[config.mk]
export PLATFORM = sky130hd
export DESIGN_NAME = int_alu_cc
export DESIGN_NICKNAME = d
export VERILOG_FILES = /design/src/rtl/int_alu_pkg.sv /design/src/rtl/alu_op_decode.sv /design/src/rtl/alu_addsub.sv /design/src/rtl/alu_logic.sv /design/src/rtl/alu_shift.sv /design/src/rtl/int_alu_cc.sv
export SDC_FILE = /design/constraint.sdc
export NUM_CORES = 1
export LEC_CHECK = 0
export BUFFER_PORTS_ARGS = -buffer_cell sky130_fd_sc_hd__buf_4
export CORE_ASPECT_RATIO = 0.8
export CORE_MARGIN = 3
export CORE_UTILIZATION = 60
export DETAILED_ROUTE_END_ITERATION = 8
export GPL_TIMING_DRIVEN = 0
export PLACE_DENSITY = 0.95
export SKIP_LAST_GASP = 1
export SLEW_MARGIN = 10
export SYNTH_ARGS = -nofsm -noshare
export SYNTH_HDL_FRONTEND = slang
export SYNTH_SLANG_ARGS = --single-unit
[constraint.sdc]
create_clock -name clk_i -period 5.85 [get_ports clk_i]
set_input_delay 0.2925 -clock clk_i [delete_from_list [all_inputs] [get_ports clk_i]]
set_output_delay 0.2925 -clock clk_i [all_outputs]
set_load 0.01 [all_outputs]
[src/rtl/int_alu_pkg.sv]
package int_alu_pkg;
  typedef enum logic [1:0] {
    CLS_ARITH,
    CLS_LOGIC,
    CLS_SHIFT,
    CLS_ILL
  } op_cls_e;

  typedef enum logic [1:0] {
    LFN_AND = 2'b01,
    LFN_OR  = 2'b10,
    LFN_XOR = 2'b11,
    LFN_NONE = 2'b00
  } logic_fn_e;

  typedef enum logic [1:0] {
    SH_SLL  = 2'b01,
    SH_SRL  = 2'b10,
    SH_SRA  = 2'b11,
    SH_NONE = 2'b00
  } shift_kind_e;

  typedef struct packed {
    logic n;
    logic z;
    logic v;
    logic c;
  } cc_t;
endpackage

[src/rtl/alu_op_decode.sv]
module alu_op_decode
  import int_alu_pkg::*;
#(
  parameter int unsigned OP_W = 6
) (
  input  logic [OP_W-1:0] op3_i,
  output op_cls_e         cls_o,
  output logic            use_cin_o,
  output logic            is_sub_o,
  output logic            inv_b_o,
  output logic_fn_e       lfn_o,
  output shift_kind_e     shk_o,
  output logic            flag_we_o
);
  logic fmt_alu;
  assign fmt_alu = (op3_i[OP_W-1] == 1'b0);

  always_comb begin
    cls_o     = CLS_ILL;
    use_cin_o = 1'b0;
    is_sub_o  = 1'b0;
    inv_b_o   = 1'b0;
    lfn_o     = LFN_NONE;
    shk_o     = SH_NONE;
    flag_we_o = 1'b0;
    if (fmt_alu && op3_i[1:0] == 2'b00) begin
      cls_o     = CLS_ARITH;
      use_cin_o = op3_i[3];
      is_sub_o  = op3_i[2];
      flag_we_o = op3_i[4];
    end else if (fmt_alu && !op3_i[3]) begin
      cls_o     = CLS_LOGIC;
      inv_b_o   = op3_i[2];
      lfn_o     = logic_fn_e'(op3_i[1:0]);
      flag_we_o = op3_i[4];
    end else if (op3_i[OP_W-1:2] == 4'b1001 && op3_i[1:0] != 2'b00) begin
      cls_o = CLS_SHIFT;
      shk_o = shift_kind_e'(op3_i[1:0]);
    end
  end
endmodule

[src/rtl/alu_addsub.sv]
module alu_addsub #(
  parameter int unsigned W = 32
) (
  input  logic         is_sub_i,
  input  logic         use_cin_i,
  input  logic         cin_i,
  input  logic [W-1:0] a_i,
  input  logic [W-1:0] b_i,
  output logic [W-1:0] res_o,
  output logic         cy_o,
  output logic         ovf_o
);
  logic [W-1:0] b_eff;
  logic         c_eff;
  logic [W:0]   sum;

  assign b_eff = is_sub_i ? ~b_i : b_i;
  // a - b - cin == a + ~b + (1 - cin)
  assign c_eff = use_cin_i ? (cin_i ^ is_sub_i) : is_sub_i;
  assign sum   = {1'b0, a_i} + {1'b0, b_eff} + {{W{1'b0}}, c_eff};
  assign res_o = sum[W-1:0];
  assign cy_o  = is_sub_i ? ~sum[W] : sum[W];
  assign ovf_o = (a_i[W-1] == b_eff[W-1]) && (res_o[W-1] != a_i[W-1]);
endmodule

[src/rtl/alu_logic.sv]
module alu_logic
  import int_alu_pkg::*;
#(
  parameter int unsigned W = 32
) (
  input  logic_fn_e    fn_i,
  input  logic         inv_b_i,
  input  logic [W-1:0] a_i,
  input  logic [W-1:0] b_i,
  output logic [W-1:0] res_o
);
  logic [W-1:0] b_eff;
  assign b_eff = inv_b_i ? ~b_i : b_i;

  always_comb begin
    unique case (fn_i)
      LFN_AND: res_o = a_i & b_eff;
      LFN_OR:  res_o = a_i | b_eff;
      LFN_XOR: res_o = a_i ^ b_eff;
      default: res_o = '0;
    endcase
  end
endmodule

[src/rtl/alu_shift.sv]
module alu_shift
  import int_alu_pkg::*;
#(
  parameter int unsigned W = 32,
  localparam int unsigned SH_W = $clog2(W)
) (
  input  shift_kind_e     kind_i,
  input  logic [W-1:0]    a_i,
  input  logic [SH_W-1:0] amt_i,
  output logic [W-1:0]    res_o
);
  // Left shift = reverse, right shift with zero fill, reverse back
  logic         left;
  logic         fill;
  logic [W-1:0] a_rev;
  logic [W-1:0] r_rev;
  logic [W-1:0] stage [SH_W+1];

  assign left = (kind_i == SH_SLL);
  assign fill = (kind_i == SH_SRA) & a_i[W-1];

  for (genvar i = 0; i < W; i++) begin : g_rev
    assign a_rev[i] = a_i[W-1-i];
    assign r_rev[i] = stage[SH_W][W-1-i];
  end

  assign stage[0] = left ? a_rev : a_i;

  for (genvar k = 0; k < SH_W; k++) begin : g_stage
    localparam int unsigned D = 1 << k;
    assign stage[k+1] = amt_i[k] ? {{D{fill}}, stage[k][W-1:D]} : stage[k];
  end

  assign res_o = (kind_i == SH_NONE) ? '0 : (left ? r_rev : stage[SH_W]);
endmodule

[src/rtl/int_alu_cc.sv]
module int_alu_cc
  import int_alu_pkg::*;
#(
  parameter int unsigned DATA_W = 32,
  parameter int unsigned IMM_W  = 13,
  localparam int unsigned OP_W  = 6,
  localparam int unsigned SH_W  = $clog2(DATA_W)
) (
  input  logic              clk_i,
  input  logic              rst_ni,
  input  logic [OP_W-1:0]   op3_i,
  input  logic              imm_sel_i,
  input  logic [DATA_W-1:0] rs1_i,
  input  logic [DATA_W-1:0] rs2_i,
  input  logic [IMM_W-1:0]  imm_i,
  output logic [DATA_W-1:0] result_o,
  output logic              illegal_o,
  output logic [3:0]        flags_o
);
  op_cls_e     cls;
  logic        use_cin, is_sub, inv_b, flag_we;
  logic_fn_e   lfn;
  shift_kind_e shk;

  logic [DATA_W-1:0] op2;
  logic [DATA_W-1:0] arith_res, logic_res, shift_res;
  logic              arith_cy, arith_ovf;
  cc_t               flags_q, flags_d;

  assign op2 = imm_sel_i ? {{(DATA_W-IMM_W){imm_i[IMM_W-1]}}, imm_i} : rs2_i;

  alu_op_decode #(.OP_W(OP_W)) i_dec (
    .op3_i    (op3_i),
    .cls_o    (cls),
    .use_cin_o(use_cin),
    .is_sub_o (is_sub),
    .inv_b_o  (inv_b),
    .lfn_o    (lfn),
    .shk_o    (shk),
    .flag_we_o(flag_we)
  );

  alu_addsub #(.W(DATA_W)) i_addsub (
    .is_sub_i (is_sub),
    .use_cin_i(use_cin),
    .cin_i    (flags_q.c),
    .a_i      (rs1_i),
    .b_i      (op2),
    .res_o    (arith_res),
    .cy_o     (arith_cy),
    .ovf_o    (arith_ovf)
  );

  alu_logic #(.W(DATA_W)) i_logic (
    .fn_i   (lfn),
    .inv_b_i(inv_b),
    .a_i    (rs1_i),
    .b_i    (op2),
    .res_o  (logic_res)
  );

  alu_shift #(.W(DATA_W)) i_shift (
    .kind_i(shk),
    .a_i   (rs1_i),
    .amt_i (op2[SH_W-1:0]),
    .res_o (shift_res)
  );

  always_comb begin
    unique case (cls)
      CLS_ARITH: result_o = arith_res;
      CLS_LOGIC: result_o = logic_res;
      CLS_SHIFT: result_o = shift_res;
      default:   result_o = '0;
    endcase
  end

  assign illegal_o = (cls == CLS_ILL);

  always_comb begin
    flags_d   = flags_q;
    flags_d.n = result_o[DATA_W-1];
    flags_d.z = (result_o == '0);
    flags_d.v = (cls == CLS_ARITH) ? arith_ovf : 1'b0;
    flags_d.c = (cls == CLS_ARITH) ? arith_cy  : 1'b0;
  end

  always_ff @(posedge clk_i or negedge rst_ni) begin
    if (!rst_ni)      flags_q <= '0;
    else if (flag_we) flags_q <= flags_d;
  end

  assign flags_o = flags_q;


  shift_flag_hold_chk: assert property (@(posedge clk_i) disable iff (!rst_ni)
    (cls == CLS_SHIFT) |=> $stable(flags_o));

  ill_flag_hold_chk: assert property (@(posedge clk_i) disable iff (!rst_ni)
    illegal_o |=> $stable(flags_o));

  ill_zero_chk: assert property (@(posedge clk_i) disable iff (!rst_ni)
    illegal_o |-> (result_o == '0));

  no_write_hold_chk: assert property (@(posedge clk_i) disable iff (!rst_ni)
    (!op3_i[4] && !illegal_o) |=> $stable(flags_o));

  logic_vc_clear_chk: assert property (@(posedge clk_i) disable iff (!rst_ni)
    (cls == CLS_LOGIC && op3_i[4]) |=> (flags_o[1:0] == 2'b00));

  zero_flag_chk: assert property (@(posedge clk_i) disable iff (!rst_ni)
    (op3_i[4] && !illegal_o) |=> (flags_o[2] == ($past(result_o) == '0)));

  neg_flag_chk: assert property (@(posedge clk_i) disable iff (!rst_ni)
    (op3_i[4] && !illegal_o) |=> (flags_o[3] == $past(result_o[DATA_W-1])));
endmodule

# == Yosys cells after proc, flatten, opt, wreduce, memory -nomap -nowiden ==
# Index checks and enable logic that the tools add are counted.
# totals
reg_bits,4
out_inout_bits,37
word_cells,66
# classes
add_sub_neg,2
eq_ne,11
muxes,31
bitwise_logic,8
reduce_logical,10
# op_table
operator,count
2-to-1 mux 32 bit,11
case mux 32 bit (3 select lines),2
adder 32 x 32 -> 33 bit,1
adder 33 x 1 -> 33 bit,1
AND 32 bit,1
logical NOT 32 bit,1
NOT 32 bit,1
OR 32 bit,1
XOR 32 bit,1
2-to-1 mux 2 bit,7
2-to-1 mux 1 bit,11
equality test 2 bit (second input constant),5
equality test 2 x 1 -> 1 bit (second input constant),3
logical NOT 2 bit,3
equality test 4 bit (second input constant),1
logical AND 1 bit,4
NOT 1 bit,2
nonzero test 2 bit,1
AND 1 bit,1
equality test 1 bit,1
logical NOT 1 bit,1
!= test 1 bit,1
XOR 1 bit,1

# == Longest topological paths before layout ==
# depth
depth_word,16
ltp_mapped,24
depth_no_buf,18

# == By module ==
# A second synthesis with hierarchy kept.
# unflattened
cells_unflattened,1035
hier_area_um2,8269.2
# by_module_without_submodules
mod,instances,cells_each,area_each_um2,seq_area_each_um2
alu_shift,1,330,2641.3,0.0
alu_logic,1,240,2098.3,0.0
alu_addsub,1,286,2077.0,0.0
int_alu_cc,1,162,1335.0,100.1
alu_op_decode,1,17,117.6,0.0

# == Least setup slack after synthesis ==
# Ideal clock, no wire load.
# synth_path
kind,input-to-reg
startpoint,input op3_i[1]
endpoint,"register flags_q, in the netlist flags_o[2]"
arrival_time_ns,5.279
slack_ns,0.505
stages,24
path_buffers,6
path_cell_list,buf_2 -> buf_2 -> nor3_1 -> clkbuf_1 -> clkbuf_1 -> and2_1 -> clkbuf_1 -> buf_1 -> xnor2_1 -> fa_1 -> inv_1 -> fa_1 -> nor2b_1 -> o31ai_1 -> a211oi_1 -> o31a_1 -> nor2_1 -> xor2_1 -> o221ai_1 -> or3_1 -> nor4_1 -> nor4bb_1 -> nand4b_1 -> nand2_1
# synth_between
elab_chain_len,16
word_cells_on_any_way,46
classes_between,add/sub (2); eq/ne (7); mux (25); bitwise (5); reduce/logical (7)
# synth_lines
element,line,rtl
"start, declared",int_alu_cc.sv:11,"input logic [OP_W-1:0] op3_i,"
branches (longest 14 deep; another with adder 32 x 32 -> 33 bit),-,
case mux 32 bit (3 select lines) (*),int_alu_cc.sv:70,unique case (cls)
named net result_o[14],int_alu_cc.sv:16,"output logic [DATA_W-1:0] result_o,"
logical NOT 32 bit (*),int_alu_cc.sv:83,flags_d.z = (result_o == '0);
"end signal, assigned",int_alu_cc.sv:90,else if (flag_we) flags_q <= flags_d;
"end, declared",int_alu_cc.sv:28,"cc_t flags_q, flags_d;"
# Mark *: on every way through the listed nets, which the timed path passes.
# A chain may end at the register's enable or synchronous reset.

# == Worst setup path in the final report ==
# layout_path
startpoint,input op3_i[0]
endpoint,"register flags_q, in the netlist flags_o[2]"
# layout_between
elab_chain_len,16
word_cells_on_any_way,46
classes_between,add/sub (2); eq/ne (7); mux (25); bitwise (5); reduce/logical (7)
# layout_lines
element
branches (longest 16 deep; another with adder 32 x 32 -> 33 bit)
# Several ways; the timed one is not identified.

==> results.json <==
{
  "outcome": "complete, but fails checks",
  "violations": "setup timing",
  "powerDensity_mw_per_mm2": 141,
  "cts_max_level": 1,
  "synth_top_flop_cell": "dfrtp_1",
  "worst_r2r_path_depth": 17,
  "io_pins": 123,
  "power_frac_comb_pct": 89.5,
  "dieArea_mm2": 0.0151,
  "fmax_mhz": 170,
  "synth_top_family_by_area": "compound AO/OA/AOI/OAI gates",
  "final_core_util_pct": 72.5,
  "p_total_mw": 1.34,
  "r2r_setup_slack_ns": 1.14,
  "crit_required_ns": 6.01,
  "synth_area_mm2": 0.00818,
  "place_congestion": 1.25,
  "cts_tree": "yes",
  "cp_num_cells": 20,
  "final_cells": 1462,
  "drc": 0,
  "synth_compound_area_share_pct": 30.9,
  "synth_top_area_cell": "mux2i_1",
  "maxSlewViolCount": 0,
  "dieHeight_um": 110,
  "nFillCells": 1048,
  "holdWs_ns": 0.403,
  "synth_area_leaders": "mux2i_1, ha_1, xnor2_1",
  "grt_pass1_wl_um": 61000,
  "drt_first_pass_iters": 9,
  "timing.final.ws_setup_ns": -0.0446,
  "cap_violations": 0,
  "multi_input_area_mm2": 0.00749,
  "dp_slack_ns": -2.07,
  "path_clk_slew_ns": 0.03,
  "p_int_mw": 0.561,
  "io_buffers": 120,
  "synth_simple_gate_area_share_pct": 17.5,
  "drt_wl_total_um": 41800,
  "synth_mux_area_share_pct": 18.5,
  "antenna_found_initial": 2,
  "grt_pass1_vias": 10416,
  "cp-startpoint": "op3_i[0]",
  "ys_warn_count": 0,
  "place_inst": 1457,
  "grt_max_degree": 12,
  "clockBufferDepth": 2,
  "ys_types": 75,
  "rsz0062_at_grt": "false",
  "sw_frac_of_total_pct": 58.2,
  "rows": 37,
  "clockRootBuffer": "clkbuf_16",
  "final_common_cell": "mux2i_1",
  "layout-drive-gt1-share_pct": 15.5,
  "r2r-end": "flags_o[2]",
  "final.period_utilization_pct": 101,
  "final_cell_mix": "mux2i_1, buf_4, a21oi_1",
  "track_usage_pct": 52.4,
  "timing.slew.headroom_pct": 19.0,
  "synth_edf_count": 0,
  "rr_startpoint": "flags_o[0]",
  "min_path_type": "input port to asynchronous set/reset pin",
  "netlist.area_leader.share_pct": 17.0,
  "via_count": 11086,
  "cts_sinks": 4,
  "seq_area_um2": 100,
  "finalClockSkew_ns": 0.00332,
  "crit_path_end_kind": "flop",
  "grt.overflow.total": 0,
  "critPathKind": "input port to flop",
  "ys_seq_area_share_pct": 1.22,
  "syn_inst": 1162,
  "hpwl_um": 32600,
  "place_area_mm2": 0.00930,
  "critPathBufInv": 5,
  "clkPwrFrac_pct": 8.0,
  "drtIter0Drc": 1897,
  "cp_max_fo": 11,
  "max-vdd-ir-drop_mv": 0.139,
  "p_seq_share_pct": 2.5,
  "ys_ff_latch": 4,
  "synthAdderAreaFrac_pct": 15.0,
  "cts_made_buffers": 3,
  "finalNetCount": 1471,
  "yosys.area_share.xor_xnor_pct": 8.78,
  "syn_nets": 1345,
  "power_leakage_nw": 4.52,
  "syn_avg_cell_area_um2": 7.04,
  "synthArstFlopShare_pct": 100,
  "endpoint": "flags_o[2]",
  "worstMarginPinSlew_ns": 1.22,
  "start_kind": "input port",
  "tns_ns": -0.0446,
  "setup_violations": 1,
  "clk-insertion-delay-late_ns": 0.23,
  "coreArea_mm2": 0.0131,
  "die_x_um": 137,
  "path_cells": "buf_4, clkbuf_1, or3_4, clkbuf_2, clkbuf_2, nor2_1, fa_1, inv_1, fa_1, nor2b_2, o31ai_4, a211oi_1, o31a_1, o41ai_1, xor2_1, o221ai_1, nor4_1, nor4bb_1, nand4b_1, nand2_1",
  "largest_reg_flops": 4,
  "area_delta_synth_final_pct": 16.2,
  "arrival_ns": 6.05,
  "wl_per_cell_um": 28.6,
  "crit_path_top_delay_cell": "o31ai_4",
  "vias_per_cell": 7.58,
  "cp_top_family": "compound AO/OA/AOI/OAI gates",
  "netSwitchingPower_mw": 0.781,
  "cpPeakStageDelay_ns": 0.49,
  "start_util_pct": 62.4,
  "final_cell_area_mm2": 0.00950,
  "finalHoldViolCount": 0,
  "layout_min_cycle_time_ns": 5.89,
  "ant_nets": 0
}
[what timing repair did]
item	in CTS	in global routing
buffers inserted	0	2
resized for setup	23	25
setup endpoints to repair	35	9
hold buffers	1	0
endpoints found under the hold margin	4	0
pin swaps	0	2
[how the worst min path moves through the flow]
stage                     startpoint          to  slack (ns)
final                         rst_ni  flags_o[2]        0.40
after global routing          rst_ni  flags_o[2]        0.42
after CTS                     rst_ni  flags_o[2]        0.40
after detailed placement      rst_ni  flags_o[3]        0.09
after global placement        rst_ni  flags_o[1]        0.09
after floorplan               rst_ni  flags_o[0]      -0.003
[metal layers]
layer	up-vias	track usage, %	wire [um]
met3	301	23.5	7610
met5	-	0	39
met4	2	33.3	3710
met1	5042	65.7	14700
li1	4588	-	-
met2	1153	71.7	15700
[area by class of cell]
class / instances / share of cell area [%]
Buffer: 80 / 4.39
Clock buffer: 3 / 0.790
Tap cell: 175 / 2.30
Timing Repair Buffer: 123 / 9.74
Multi-Input combinational cell: 1003 / 78.8
Sequential cell: 4 / 1.05
Inverter: 73 / 2.88
Antenna cell: 1 / 0.0263
[cells in the mapped netlist (5+ instances only)]
library cell / number
mux2i_1: 139
a21oi_1: 103
ha_1: 95
nand2_1: 95
nor2_1: 74
inv_1: 73
xnor2_1: 73
o21ai_0: 53
clkbuf_1: 41
o22ai_1: 35
a22oi_1: 34
nor3_1: 29
a21o_1: 20
nand3_1: 20
o22a_1: 17
buf_1: 15
buf_2: 15
and2_1: 12
a221oi_1: 11
a31oi_1: 11
o211ai_1: 11
o221ai_1: 10
nand4_1: 9
xor2_1: 9
a211oi_1: 8
a32oi_1: 7
and3_1: 7
mux2_2: 7
nor4_1: 7
or3_1: 7
buf_4: 6
nor2b_1: 6
a22o_1: 5
a311oi_1: 5
buf_6: 5
nand2b_1: 5
or2_2: 5
[worst register-to-register path, cell delays in order, from the launching register on]
cell,delay [ns]
dfrtp_1,0.39
nand2_1,0.09
xor2_1,0.25
nor2_1,0.10
fa_1,0.42
inv_1,0.09
fa_1,0.24
nor2b_2,0.08
o31ai_4,0.49
a211oi_1,0.21
o31a_1,0.33
o41ai_1,0.43
xor2_1,0.33
o221ai_1,0.25
nor4_1,0.31
nor4bb_1,0.26
nand4b_1,0.25
nand2_1,0.13
[power by group through the flow]
| stage | registers (mW) | logic [mW] | clock network, mW |
|---|---|---|---|
| 2_1_floorplan | 0.0337 | 0.713 | 0 |
| 3_3_place_gp | 0.0332 | 1.07 | 0 |
| 3_5_place_dp | 0.0334 | 1.10 | 0 |
| 4_1_cts | 0.0329 | 1.11 | 0.107 |
| 5_1_grt | 0.0332 | 1.25 | 0.110 |
| 6_report | 0.0331 | 1.20 | 0.108 |
[cells by family (layout without fill, tap and decap cells)]
kind of cell / count (synthesis) / in the layout
DFF: 4 / 4
xor gates and xnor gates: 82 / 82
and+or+nand+nor: 298 / 298
AOI/OAI and AO/OA: 377 / 377
muxes: 149 / 149
other: 0 / 1
buffers and inverters: 155 / 279
adders and majority gates: 97 / 97
(Power assumes the default switching activity.)
